## src/rtl/tss_pkg.sv

```systemverilog
package tss_pkg;

  localparam int TSS_DEF_NCH = 2;
  localparam int TSS_DEF_CW  = 6;

  // per-channel service phase within one communication cycle
  typedef enum logic [1:0] {
    PH_IDLE   = 2'd0,  // not selected for this cycle
    PH_ARMED  = 2'd1,  // selected, waiting for the symbol window
    PH_ACTIVE = 2'd2,  // symbol window open, request driven
    PH_SPENT  = 2'd3   // served, wait for the next cycle start
  } tss_phase_e;

endpackage

```

## src/rtl/tss_arm_capture.sv

```systemverilog
module tss_arm_capture #(
  parameter int NCH = tss_pkg::TSS_DEF_NCH
) (
  input  logic           clk,
  input  logic           rst,
  input  logic [NCH-1:0] cfg_en,
  input  logic           static_seg,
  output logic [NCH-1:0] armed
);

  logic static_q;
  logic static_end;

  assign static_end = static_q & ~static_seg;

  always_ff @(posedge clk) begin
    if (rst) begin
      static_q <= 1'b0;
    end else begin
      static_q <= static_seg;
    end
  end

  for (genvar c = 0; c < NCH; c++) begin : g_ch
    always_ff @(posedge clk) begin
      if (rst) begin
        armed[c] <= 1'b0;
      end else if (static_end) begin
        armed[c] <= cfg_en[c];
      end
    end
  end

endmodule

```

## src/rtl/tss_cycle_match.sv

```systemverilog
module tss_cycle_match #(
  parameter int NCH = tss_pkg::TSS_DEF_NCH,
  parameter int CW  = tss_pkg::TSS_DEF_CW
) (
  input  logic [NCH*CW-1:0] cfg_mask,
  input  logic [NCH*CW-1:0] cfg_val,
  input  logic [CW-1:0]     cyc_count,
  output logic [NCH-1:0]    hit
);

  for (genvar c = 0; c < NCH; c++) begin : g_ch
    logic [CW-1:0] diff;
    assign diff   = (cyc_count ^ cfg_val[c*CW +: CW]) & cfg_mask[c*CW +: CW];
    assign hit[c] = (diff == '0);
  end

endmodule

```

## src/rtl/tss_window_gate.sv

```systemverilog
module tss_window_gate #(
  parameter int NCH = tss_pkg::TSS_DEF_NCH
) (
  input  logic           clk,
  input  logic           rst,
  input  logic           cyc_start,
  input  logic           sym_win,
  input  logic [NCH-1:0] select,
  output logic [NCH-1:0] sym_req
);

  import tss_pkg::*;

  for (genvar c = 0; c < NCH; c++) begin : g_ch
    tss_phase_e ph_q, ph_d;
    logic       drive;

    assign drive = ((ph_q == PH_ARMED) || (ph_q == PH_ACTIVE)) && sym_win;

    always_comb begin
      ph_d = ph_q;
      if (cyc_start) begin
        ph_d = select[c] ? PH_ARMED : PH_IDLE;
      end else begin
        case (ph_q)
          PH_ARMED:  if (sym_win)  ph_d = PH_ACTIVE;
          PH_ACTIVE: if (!sym_win) ph_d = PH_SPENT;
          default:   ph_d = ph_q;
        endcase
      end
    end

    always_ff @(posedge clk) begin
      if (rst) begin
        ph_q       <= PH_IDLE;
        sym_req[c] <= 1'b0;
      end else begin
        ph_q       <= ph_d;
        sym_req[c] <= drive;
      end
    end
  end

endmodule

```

## src/rtl/tss_scheduler.sv

```systemverilog
module tss_scheduler #(
  parameter int NCH = tss_pkg::TSS_DEF_NCH,
  parameter int CW  = tss_pkg::TSS_DEF_CW
) (
  input  logic              clk,
  input  logic              rst,
  input  logic [NCH-1:0]    cfg_en,
  input  logic [NCH*CW-1:0] cfg_mask,
  input  logic [NCH*CW-1:0] cfg_val,
  input  logic [CW-1:0]     cyc_count,
  input  logic              static_seg,
  input  logic              cyc_start,
  input  logic              sym_win,
  output logic [NCH-1:0]    sym_req
);

  logic [NCH-1:0] armed;
  logic [NCH-1:0] hit;
  logic [NCH-1:0] select;

  tss_arm_capture #(.NCH(NCH)) u_arm (
    .clk        (clk),
    .rst        (rst),
    .cfg_en     (cfg_en),
    .static_seg (static_seg),
    .armed      (armed)
  );

  tss_cycle_match #(.NCH(NCH), .CW(CW)) u_match (
    .cfg_mask  (cfg_mask),
    .cfg_val   (cfg_val),
    .cyc_count (cyc_count),
    .hit       (hit)
  );

  assign select = armed & hit;

  tss_window_gate #(.NCH(NCH)) u_gate (
    .clk       (clk),
    .rst       (rst),
    .cyc_start (cyc_start),
    .sym_win   (sym_win),
    .select    (select),
    .sym_req   (sym_req)
  );

endmodule

```

## config.mk

```make
export PLATFORM = sky130hd
export DESIGN_NAME = tss_scheduler
export DESIGN_NICKNAME = d
export VERILOG_FILES = /design/src/rtl/tss_pkg.sv /design/src/rtl/tss_arm_capture.sv /design/src/rtl/tss_cycle_match.sv /design/src/rtl/tss_window_gate.sv /design/src/rtl/tss_scheduler.sv
export SDC_FILE = /design/constraint.sdc
export NUM_CORES = 1
export LEC_CHECK = 0
export BUFFER_PORTS_ARGS = -buffer_cell sky130_fd_sc_hd__clkbuf_2
export CAP_MARGIN = 10
export CELL_PAD_IN_SITES_DETAIL_PLACEMENT = 2
export CELL_PAD_IN_SITES_GLOBAL_PLACEMENT = 2
export CORE_MARGIN = 2
export CORE_UTILIZATION = 20
export CTS_CLUSTER_SIZE = 12
export DETAILED_ROUTE_END_ITERATION = 8
export PLACE_DENSITY_LB_ADDON = 0.1
export SLEW_MARGIN = 20
export SYNTH_ARGS = -nofsm -noshare
export SYNTH_HDL_FRONTEND = slang
export SYNTH_SLANG_ARGS = --single-unit
export TNS_END_PERCENT = 20
```

## constraint.sdc

```tcl
create_clock -name clk -period 1.5 [get_ports clk]
set_clock_uncertainty 0.05 [all_clocks]
set_input_delay 0.15 -clock clk [delete_from_list [all_inputs] [get_ports clk]]
set_output_delay 0.15 -clock clk [all_outputs]
set_load 0.01 [all_outputs]
```

==> results.txt <==
ANT cells -> 0
Count leader, synth -> xor2_1
FILL cells -> 346
Clock buffer depth -> 2
Crit path DAT -> 1.51 ns
Total power -> 537 uW
Clk slew on worst S/H paths -> 0.06 ns
Antenna-violating nets left -> 0
Pre-antenna DRT Iters -> 4
WP data required -> 1.61 ns
Layout Nets -> 148
Worst hold path class -> input port to flop
Clock network latency to the later pin of the worst-skew pair -> 0.25 ns
Final std cells w/o fill -> 137
First-pass GRT wire length -> 2870 um
Rel. slew slack -> 76.0%
Max IR drop VDD -> 0.529 mV
Die height -> 57.7 um
Power Dens Cells -> 641 nW/um2
Dpl cells -> 133
Width of the die -> 57.7 um
Area growth syn-to-layout -> 45.1%
Critical path class -> flop to flop
Rows -> 19
Final Cycle Share -> 93.3%
Clock sink count -> 9
Proportion of layout cells with a drive suffix above 1 -> 41.5%
Async SR Flop Fraction -> 0%
Top_reg_cell synth -> dfxtp_1
Vias in the first global route -> 681
IO buf count -> 38
Most frequent cells after synthesis -> xor2_1 (12), dfxtp_1 (9), nor2_1 (8)
Setup TNS -> 0 ns
Synth area leaders -> dfxtp_1 (31%), xor2_1 (18%), ha_1 (8.7%)
Ys Warns -> 0
Hold Vio Cnt, Final -> 0
Synth area leader -> dfxtp_1
Multi-input logic area -> 383 um2
Leakage power -> 0.381 nW
GP Congestion -> 0.685
Max_cap viols -> 0
GRT Total Usage -> 11.3%
Fin crit period -> 1.40 ns
Synthesized area -> 577 um2
# DRC -> 0
CTS root buf -> clkbuf_4
Io pins -> 39
Post-Route WL -> 1680 um
Cells after Synth -> 65
Num CTS Buffers -> 3
Final Max Tran Viols -> 0
Post-Syn Nets -> 106
Crit end category -> flop
DR vias/cell -> 4.56
Number of synthesized register bits -> 9
Fmax achieved -> 0.715 GHz
Core Area -> 2760 um2
Run status -> completed
Initial antenna violation count -> 0
Worst slew pin tran -> 0.360 ns
Largest net degree at the start of global routing -> 11
Yosys cell types -> 22
Worst-path fanout max -> 4
Overflow after GRT -> 0
Worst hold slack -> 0.0772 ns
Seq/Total Area, Yosys -> 31.2%
DR iter-0 viols -> 11
HPWL Detailed -> 1500 um
CTS H-Tree Depth -> 1
RSZ-0062 raised after global routing -> false
# setup viols final -> 0
Area of the die -> 3330 um2
Initial Util -> 20.9%
FF-to-FF setup slack -> 0.10 ns
Sequential standard cell area -> 180 um2
Routed WL per cell -> 12.3 um
Via Count -> 625
EDFF count, synth -> 0
Synthesized area per cell -> 8.87 um2
TritonCTS clock tree -> done
Startpoint types -> flop
Top cell type's share of synthesized area -> 31.2%
==> sequential cells by signal, indices dropped and copies added, names as in the netlist <==
name              cells
u_gate.g_ch.ph_q      4
u_arm.armed           2
u_arm.static_q        1
u_gate.sym_req        2
==> metal layers <==
layer | track usage (%) | up-vias | wire, um
met1 | 12.2 | 298 | 675
met2 | 21.1 | 14 | 932
met3 | 4.69 | 0 | 72
met5 | 0 | - | 0
met4 | 0.997 | 0 | 0
li1 | - | 313 | -
==> path summary, 6_finish.rpt <==
check	startpoint	end	cells past startpoint
setup / recovery	u_gate.g_ch[0].ph_q[1]	u_gate.g_ch[0].ph_q[1]	4
hold / removal	static_seg	u_arm.static_q	2
setup reg to reg	u_gate.g_ch[0].ph_q[1]	u_gate.g_ch[0].ph_q[1]	4
hold reg to reg	u_arm.armed[1]	u_arm.armed[1]	2
==> per-stage QoR <==
step           instance area (um2)  setup WS, ns  util [%]
2_1_floorplan                  577         0.211         -
3_3_place_gp                   802         0.182      29.1
3_5_place_dp                   802        0.0637      29.1
4_1_cts                        828        0.0469      30.0
5_1_grt                        837        0.0176      30.4
6_report                       837         0.101      30.4
==> report_power, final <==
group	internal, mW	switching, mW	leakage (nW)
registers	0.243	0.00192	0.0729
logic	0.0608	0.0489	0.293
clock network	0.102	0.0800	0.0150
==> layout make-up <==
cell class	instances	area share (%)
Clock buffer	4	3.14
Sequential cell	9	21.5
Timing Repair Buffer	38	22.7
Tap cell	31	4.63
Multi-Input combinational cell	50	45.7
Inverter	5	2.24
==> cell usage in the layout, fill, tap and decap left out <==
cell type	synthesis	routed
clkbuf_2	0	38
xor2_1	12	12
dfxtp_1	9	9
nor2_1	8	8
inv_1	5	5
a21oi_1	4	4
nand3b_1	3	3
ha_1	4	3
clkbuf_4	0	3
nor2b_1	2	2
mux2i_1	2	2
a22oi_1	2	2
a222oi_1	2	2
nand3_1	2	2
or2b_1	1	1
nand2_1	1	1
o41ai_1	1	1
or3b_1	1	1
a311oi_2	0	1
o22a_2	1	1
o31ai_1	1	1
a221oi_1	1	1
nor3_1	1	1
ha_2	0	1
clkbuf_1	1	1
==> what timing repair did <==
action / CTS / global route
hold buffers: 0 / 0
buffers inserted: 0 / 0
resized for setup: 0 / 2
endpoints found under the setup margin: 0 / 1
==> kinds of logic (layout without fill, tap and decap cells) <==
group | count (synthesis) | in the layout | synth area share (%)
xor+xnor | 12 | 12 | 18.2
buf+inv | 6 | 47 | 3.90
simple gates | 19 | 19 | 17.4
mux | 2 | 2 | 3.47
flops | 9 | 9 | 31.2
compound gates | 13 | 13 | 17.1
fa+ha+maj | 4 | 4 | 8.68
==> critical path, cell delays in order, from the launching register on <==
cell      delay, ns
dfxtp_1        0.34
inv_1          0.07
ha_2           0.19
or3b_1         0.38
a311oi_2       0.27
Note: power is estimated with default switching activity, not from simulation.
